### src/rtl/rollTimebase_pkg.sv
package rollTimebase_pkg;
  localparam int MAX_LOG  = 8;
  localparam int SKIP_LOG = 7;
  localparam int DIV_W    = MAX_LOG + 1;
  localparam int PRE_W    = MAX_LOG;
  localparam int SHIFT_W  = $clog2(MAX_LOG + 1);

  typedef struct packed {
    logic clear;
    logic advance;
  } ctlStrobes_t;

  function automatic logic [SHIFT_W-1:0] decodeDiv(input logic [DIV_W-1:0] v);
    logic [SHIFT_W-1:0] s;
    s = '0;
    for (int i = 0; i <= MAX_LOG; i++) begin
      if (i != SKIP_LOG && v == (DIV_W'(1) << i)) s = SHIFT_W'(i);
    end
    return s;
  endfunction
endpackage

### src/rtl/rollTimebase_ctrl.sv
module rollTimebase_ctrl
  import rollTimebase_pkg::*;
(
  input  logic             clk,
  input  logic             rstN,
  input  logic             enable,
  input  logic [DIV_W-1:0] divSel,
  input  logic             atLast,
  output ctlStrobes_t      ctl,
  output logic             tick
);
  logic [SHIFT_W-1:0] actShift;
  logic [PRE_W-1:0]   preCnt;
  logic [PRE_W-1:0]   divMask;
  logic               stepNow;
  logic               loadCfg;

  assign divMask     = PRE_W'((DIV_W'(1) << actShift) - DIV_W'(1));
  assign stepNow     = (preCnt == divMask);
  assign ctl.clear   = !enable;
  assign ctl.advance = enable && stepNow;
  assign loadCfg     = ctl.clear || (ctl.advance && atLast);

  always_ff @(posedge clk or negedge rstN) begin
    if (!rstN) begin
      preCnt   <= '0;
      actShift <= '0;
      tick     <= 1'b0;
    end else begin
      tick <= ctl.advance;
      if (ctl.clear || stepNow) preCnt <= '0;
      else                      preCnt <= preCnt + PRE_W'(1);
      if (loadCfg) actShift <= decodeDiv(divSel);
    end
  end

  // the prescaler never passes the active divisor's last phase
  a_r1_pre_bound: assert property (@(posedge clk) disable iff (!rstN)
    preCnt <= divMask);

  // the skipped divisor and out-of-set shifts never become active
  a_r3_shift_legal: assert property (@(posedge clk) disable iff (!rstN)
    (actShift != SHIFT_W'(SKIP_LOG)) && (actShift <= SHIFT_W'(MAX_LOG)));

  // a tick follows an edge that advanced the count
  a_r1_tick_source: assert property (@(posedge clk) disable iff (!rstN)
    ctl.advance |=> tick);
endmodule

### src/rtl/rollTimebase_dpath.sv
module rollTimebase_dpath
  import rollTimebase_pkg::*;
#(
  parameter int ROLL_W = 16
) (
  input  logic              clk,
  input  logic              rstN,
  input  ctlStrobes_t       ctl,
  input  logic [ROLL_W-1:0] rollIn,
  output logic              atLast,
  output logic [ROLL_W-1:0] count
);
  logic [ROLL_W-1:0] actRoll;
  logic [ROLL_W-1:0] lastVal;

  assign lastVal = actRoll - ROLL_W'(1);
  assign atLast  = (count == lastVal);

  always_ff @(posedge clk or negedge rstN) begin
    if (!rstN) begin
      count   <= '0;
      actRoll <= '0;
    end else if (ctl.clear) begin
      count   <= '0;
      actRoll <= rollIn;
    end else if (ctl.advance) begin
      if (atLast) begin
        count   <= '0;
        actRoll <= rollIn;
      end else begin
        count <= count + ROLL_W'(1);
      end
    end
  end

  // the count stays below a nonzero roll value
  a_r4_in_range: assert property (@(posedge clk) disable iff (!rstN)
    (actRoll != '0) |-> (count < actRoll));

  // the roll value stays fixed between wraps while running
  a_r7_roll_held: assert property (@(posedge clk) disable iff (!rstN)
    (!ctl.clear && !(ctl.advance && atLast)) |=> $stable(actRoll));
endmodule

### src/rtl/rollTimebase.sv
module rollTimebase
  import rollTimebase_pkg::*;
#(
  parameter int ROLL_W = 16
) (
  input  logic              clk,
  input  logic              rstN,
  input  logic              enable,
  input  logic [8:0]        divSel,
  input  logic [ROLL_W-1:0] rollIn,
  output logic [ROLL_W-1:0] count,
  output logic              tick
);
  ctlStrobes_t ctl;
  logic        atLast;

  rollTimebase_ctrl u_ctrl (
    .clk    (clk),
    .rstN   (rstN),
    .enable (enable),
    .divSel (divSel),
    .atLast (atLast),
    .ctl    (ctl),
    .tick   (tick)
  );

  rollTimebase_dpath #(.ROLL_W(ROLL_W)) u_dpath (
    .clk    (clk),
    .rstN   (rstN),
    .ctl    (ctl),
    .rollIn (rollIn),
    .atLast (atLast),
    .count  (count)
  );

  // a low enable clears count and tick at the next edge
  a_r6_disabled_zero: assert property (@(posedge clk) disable iff (!rstN)
    !enable |=> (count == '0 && !tick));

  // no tick means the count held
  a_r4_hold_between: assert property (@(posedge clk) disable iff (!rstN)
    ($past(enable) && !tick) |-> $stable(count));

  // a tick means the count stepped by one or wrapped
  a_r4_step_or_wrap: assert property (@(posedge clk) disable iff (!rstN)
    ($past(enable) && tick) |-> (count == $past(count) + ROLL_W'(1) || count == '0));
endmodule

### config.mk
export PLATFORM = sky130hd
export DESIGN_NAME = rollTimebase
export DESIGN_NICKNAME = d
export VERILOG_FILES = /design/src/rtl/rollTimebase_pkg.sv /design/src/rtl/rollTimebase_ctrl.sv /design/src/rtl/rollTimebase_dpath.sv /design/src/rtl/rollTimebase.sv
export SDC_FILE = /design/constraint.sdc
export NUM_CORES = 1
export LEC_CHECK = 0
export CAP_MARGIN = 40
export CORE_MARGIN = 5
export CORE_UTILIZATION = 40
export CTS_BUF_LIST = sky130_fd_sc_hd__clkbuf_16
export CTS_CLUSTER_DIAMETER = 40
export DETAILED_ROUTE_END_ITERATION = 10
export PLACE_DENSITY = 0.62
export SYNTH_ARGS = -nofsm -noshare
export SYNTH_HDL_FRONTEND = slang
export SYNTH_SLANG_ARGS = --single-unit
### constraint.sdc
create_clock -name clk -period 4.2 [get_ports clk]
set_input_delay 0.63 -clock clk [delete_from_list [all_inputs] [get_ports clk]]
set_output_delay 0.63 -clock clk [all_outputs]
set_load 0.01 [all_outputs]
Yosys cells after proc, flatten, opt, wreduce, memory -nomap -nowiden

Index checks and enable logic that the tools add are counted.

Output and inout bits: 17
Word-level logic and storage cells: 41
Input port bits: 28
Register bits after elaboration: 45

Reductions and logical operators: 6
Muxes and demuxes: 14
Shift operators: 1
Add/sub/neg operators: 4
Equal/unequal tests: 11

Operators with widths:

| kind                                                                  | number |
|---|---|
| 16-bit two-way mux                                                    | 6 |
| 4-bit two-way mux                                                     | 6 |
| 16-bit by 1-bit adder with 16-bit output, second input constant       | 1 |
| 16-bit equality test                                                  | 1 |
| 16-bit by 1-bit subtractor with 16-bit output, second input constant  | 1 |
| 9-bit by 2-bit equality test with 1-bit output, second input constant | 1 |
| 9-bit by 3-bit equality test with 1-bit output, second input constant | 1 |
| 9-bit by 4-bit equality test with 1-bit output, second input constant | 1 |
| 9-bit by 5-bit equality test with 1-bit output, second input constant | 1 |
| 9-bit by 6-bit equality test with 1-bit output, second input constant | 1 |
| 9-bit by 7-bit equality test with 1-bit output, second input constant | 1 |
| 9-bit equality test, second input constant                            | 1 |
| 8-bit by 1-bit adder with 8-bit output, second input constant         | 1 |
| 8-bit equality test                                                   | 1 |
| 8-bit two-way mux                                                     | 1 |
| 1-bit by 4-bit left shift with 8-bit output, first input constant     | 1 |
| 8-bit by 2-bit subtractor with 8-bit output, second input constant    | 1 |
| 2-bit by 1-bit != test with 1-bit output, second input constant       | 2 |
| 1-bit logical AND                                                     | 2 |
| 1-bit logical OR                                                      | 2 |
| 2-bit AND reduction                                                   | 1 |
| 1-bit zero test                                                       | 1 |
| 1-bit two-way mux                                                     | 1 |

Logic depth before layout (Yosys ltp)

Depth after elaboration: 8
Gate-level depth with buffers: 12
Gate-level depth less buffers: 10

Modules after synthesis

From an unflattened synthesis, not the netlist that was laid out.

Cells, all modules: 313
Area, all modules: 3024.2 um2

Modules (own cells, without submodules):

| module             | times used | cells an instance | area an instance (um2) | sequential area each (um2) |
|---|---|---|---|---|
| rollTimebase_dpath | 1          | 212               | 2063.2                 | 800.8 |
| rollTimebase_ctrl  | 1          | 101               | 960.9                  | 325.3 |

Worst setup path after synthesis

OpenSTA, ideal clock, no wires.

Path kind: reg2reg
From: register u_ctrl.actShift[3]
To: register u_ctrl.actShift[0]
Period minus slack after synthesis: 3.366 ns
Data required time: 4.075 ns
Slack: 0.834 ns
Arrival time: 3.241 ns
Stages on the path, launching flop included: 12
Cell sequence: dfrtp_1 clkbuf_1 or4b_2 ha_1 xor2_1 and3_1 o21a_1 o2111a_1 nand2_1 o31ai_4 buf_12 mux2_4

Cells in the longest elaborated chain, start to end: 6

RTL lines:

| element                                     | line                    | source |
|---|---|---|
| from (decl)                                 | rollTimebase_ctrl.sv:12 | `logic [SHIFT_W-1:0] actShift;` |
| from (signal assigned)                      | rollTimebase_ctrl.sv:33 | `if (loadCfg) actShift <= decodeDiv(divSel);` |
| 1-bit by 4-bit left shift with 8-bit output | rollTimebase_ctrl.sv:18 | `assign divMask = PRE_W'((DIV_W'(1) << actShift) - DIV_W'(1));` |
| 8-bit by 2-bit subtractor with 8-bit output | rollTimebase_ctrl.sv:18 |  |
| 8-bit equality test                         | rollTimebase_ctrl.sv:19 | `assign stepNow = (preCnt == divMask);` |
| 1-bit logical AND                           | rollTimebase_ctrl.sv:21 | `assign ctl.advance = enable && stepNow;` |
| 1-bit logical AND                           | rollTimebase_ctrl.sv:22 | `assign loadCfg = ctl.clear \|\| (ctl.advance && atLast);` |
| 1-bit logical OR                            | rollTimebase_ctrl.sv:22 |  |

Every way passes these cells.
A chain may end at the register's enable or synchronous reset.

Worst setup path in the final report

From: register u_ctrl.actShift[3]
To: register u_dpath.actRoll[5]

Cells in the longest elaborated chain, start to end: 6

RTL lines:

| element                                            | line                     | source |
|---|---|---|
| 1-bit by 4-bit left shift with 8-bit output        | rollTimebase_ctrl.sv:18  |  |
| 8-bit by 2-bit subtractor with 8-bit output        | rollTimebase_ctrl.sv:18  |  |
| 8-bit equality test                                | rollTimebase_ctrl.sv:19  |  |
| 1-bit logical AND                                  | rollTimebase_ctrl.sv:21  |  |
| 2-bit by 1-bit != test with 1-bit output (no line) | --                       |  |
| 2-bit AND reduction (no line)                      | --                       |  |
| to (signal assigned)                               | rollTimebase_dpath.sv:25 | `actRoll <= rollIn;` |
| to (signal assigned)                               | rollTimebase_dpath.sv:29 | `actRoll <= rollIn;` |
| to (decl)                                          | rollTimebase_dpath.sv:13 | `logic [ROLL_W-1:0] actRoll;` |

Every way passes these cells.

==> impl_metrics.toml <==
[setup_path]
cp-endpoint = "u_dpath.actRoll[5]"
start_kind = "flip-flop"
timing.rr.start = "u_ctrl.actShift[3]"
path_max_fanout = 9
reg2reg_depth = 10
cp.required_ns = 4.37
crit_path_end_kind = "flip-flop"
worstPathArrival_ns = 3.79
r2r_setup_slack_ns = 0.58
startpoint = "u_ctrl.actShift[3]"
setup.worst_path.class = "flip-flop to flip-flop"
r2r_end = "u_dpath.actRoll[5]"

[synth]
synth_edf_count = 0
synth_area_um2 = 3083
synth-main-ff-cell = "dfrtp_1"
yosysWarningCount = 0
ys_ff_latch = 45
yosys.area.top_type = "dfrtp_1"
synth_top_area_share_pct = 36.53
ys_top_cells_by_area = "dfrtp_1 37%, mux2_4 5.8%, xnor2_1 4.3%"
synth_cell_type_count = 62
synth_nets = 352
synthCells = 320
async_flop_share_pct = 100.0
syn_area_per_cell_um2 = 9.634
synth.yosys.seq_area_share_pct = 36.53

[finish]
final_common_cell = "dfrtp_1"
fin_nets = 395
num_antenna_cells = 0
drive_gt1_share_pct = 14.29
n_fill_cell = 711
final_cell_mix = "45 x dfrtp_1, 43 x clkdlybuf4s50_1, 26 x nor2_1, 25 x nand2_1, 22 x a21oi_1"
area_growth_pct = 23.74

[place]
io_buffers = 44
place.gp.congestion = 0.8517
place_ws_ns = 0.5739
post-dp-hpwl_um = 5389

[clock_network]
clock-sinks = 45
ctsResizeCount = 0
clkTransAtPathRegs_ns = 0.06
cts_hold_buf = 0
clockBufferDepth = 2
cts_made_buffers = 5
clock-root-buffer = "clkbuf_16"
post_cts_buffers = 0
cts_tree = "built"
cts.htree.levels = 2
clkLatencyLatePin_ns = 0.28

[power_and_ir_drop]
peakVddDrop_mv = 0.1605
cellLeakagePower_uw = 0.001503
powerDensity_nw_per_um2 = 319.2

[sta]
fin_ws_ns = 0.5798
worst_slew_pin_slew_ns = 0.6273
finalSetupViolCount = 0
max_freq_mhz = 276.2
min_period_ns = 3.620
skew_ns = 0.004612
grt_setup_unrepaired = "false"
relSlewSlack_pct = 57.59
finalCritPeriodShare_pct = 86.20
finalHoldViolCount = 0
finalSetupTns_ns = 0
slew_viol_final = 0

[route]
routed_wirelength_um = 7095
via_per_inst = 5.530
drt_iter0_markers = 144
ant_nets = 0
route.vias.total = 2577
firstDrtPassIters = 4
wl_per_cell_um = 15.23
drcViolationCount = 0

[run_status]
outcome = "finished, final reports clean"

[floorplanning]
ioPinCount = 45
fp.dieH_um = 97.79
dieArea_um2 = 9563
start_util_pct = 40.53
die_w_um = 97.79
rows = 32
core-area_um2 = 7607

[global_routing]
antenna_found_initial = 0
grt_max_degree = 25
grt-ovfl-total = 0
track_usage_pct = 15.28
grt_pass1_vias = 2633
grt_pass1_wl_um = 12300

[run]
cap_violations = 0

[min_path]
min_path_type = "input port to asynchronous set/reset pin"
final cells by class:
cell class              count  area, um^2  share of cell area, %
repair buffers             50       505.5                  13.25
clock inverters             3       65.06                  1.705
flip-flops and latches     45        1126                  29.52
clock buffers               5       125.1                  3.280
inverters                   8       30.03                 0.7871
well taps                 102       127.6                  3.345
multi-input cells         253        1836                  48.11
registers in the layout (all words and copies together), names as in the netlist:
name             flops
u_dpath.count       16
u_dpath.actRoll     16
u_ctrl.actShift      4
u_ctrl.tick          1
u_ctrl.preCnt        8
metrics by stage:
stage          cell area (um^2)  hold WS, ns  utilization [%]  total power, uW  cells
2_1_floorplan              3083       0.3344                -            636.4    320
3_3_place_gp               3605       0.5234            47.38            719.7    457
3_5_place_dp               3625       0.5230            47.65            725.4    458
4_1_cts                    3815       0.3393            50.15             1234    466
5_1_grt                    3815       0.3631            50.15             1277    466
6_report                   3815       0.3200            50.15             1218    466
routing by layer:
layer	GRT usage (%)	vias up	wire [um]
li1	-	1274	-
met1	19.96	1229	3308
met2	26.09	68	3408
met3	3.000	6	326
met4	3.727	0	52
met5	0	-	0
power by group:
part           internal [uW]  switching (uW)  total [uW]
clock                    340             162         501
combinational            115             105         220
sequential               458            39.0         497
total                    912             305        1220
critical path: stages, from the launching register on:
cell and delay (ns):
dfrtp_1 0.46, or4b_2 0.69, ha_1 0.25, xor2_1 0.23, and3_1 0.18, o21a_1 0.14
o2111a_1 0.24, nand2_1 0.13, o31ai_4 0.58, buf_4 0.26, mux2_2 0.34
Yosys cell counts (7+ instances only):
library cell	n
dfrtp_1	45
inv_1	7
nand2_1	25
nor3_1	11
o31ai_1	12
o21ai_0	9
a21oi_1	22
clkbuf_1	8
nand3_1	10
xnor2_1	15
or4_1	15
mux2_2	8
nor2_1	26
xor2_1	15
mux2_4	12
cell families (layout without fill, tap and decap cells):
group	after synthesis	in the layout	synth area share, %
compound gates	65	65	14.98
flops	45	45	36.53
buf+inv	22	66	3.936
simple gates	133	133	25.32
mux	21	21	9.091
fa+ha+maj	4	4	1.623
xor+xnor	30	30	8.523
worst min-delay path by stage:
stage	end	slack, ns	depth (start not counted)
after floorplan	u_ctrl.actShift[0]	0.33	0
after global placement	u_dpath.actRoll[15]	0.52	1
after detailed placement	u_dpath.actRoll[15]	0.52	1
after CTS	u_dpath.actRoll[9]	0.34	1
after global routing	u_dpath.actRoll[9]	0.36	1
final	u_dpath.actRoll[9]	0.32	1
Note: power is estimated with default switching activity, not from simulation.
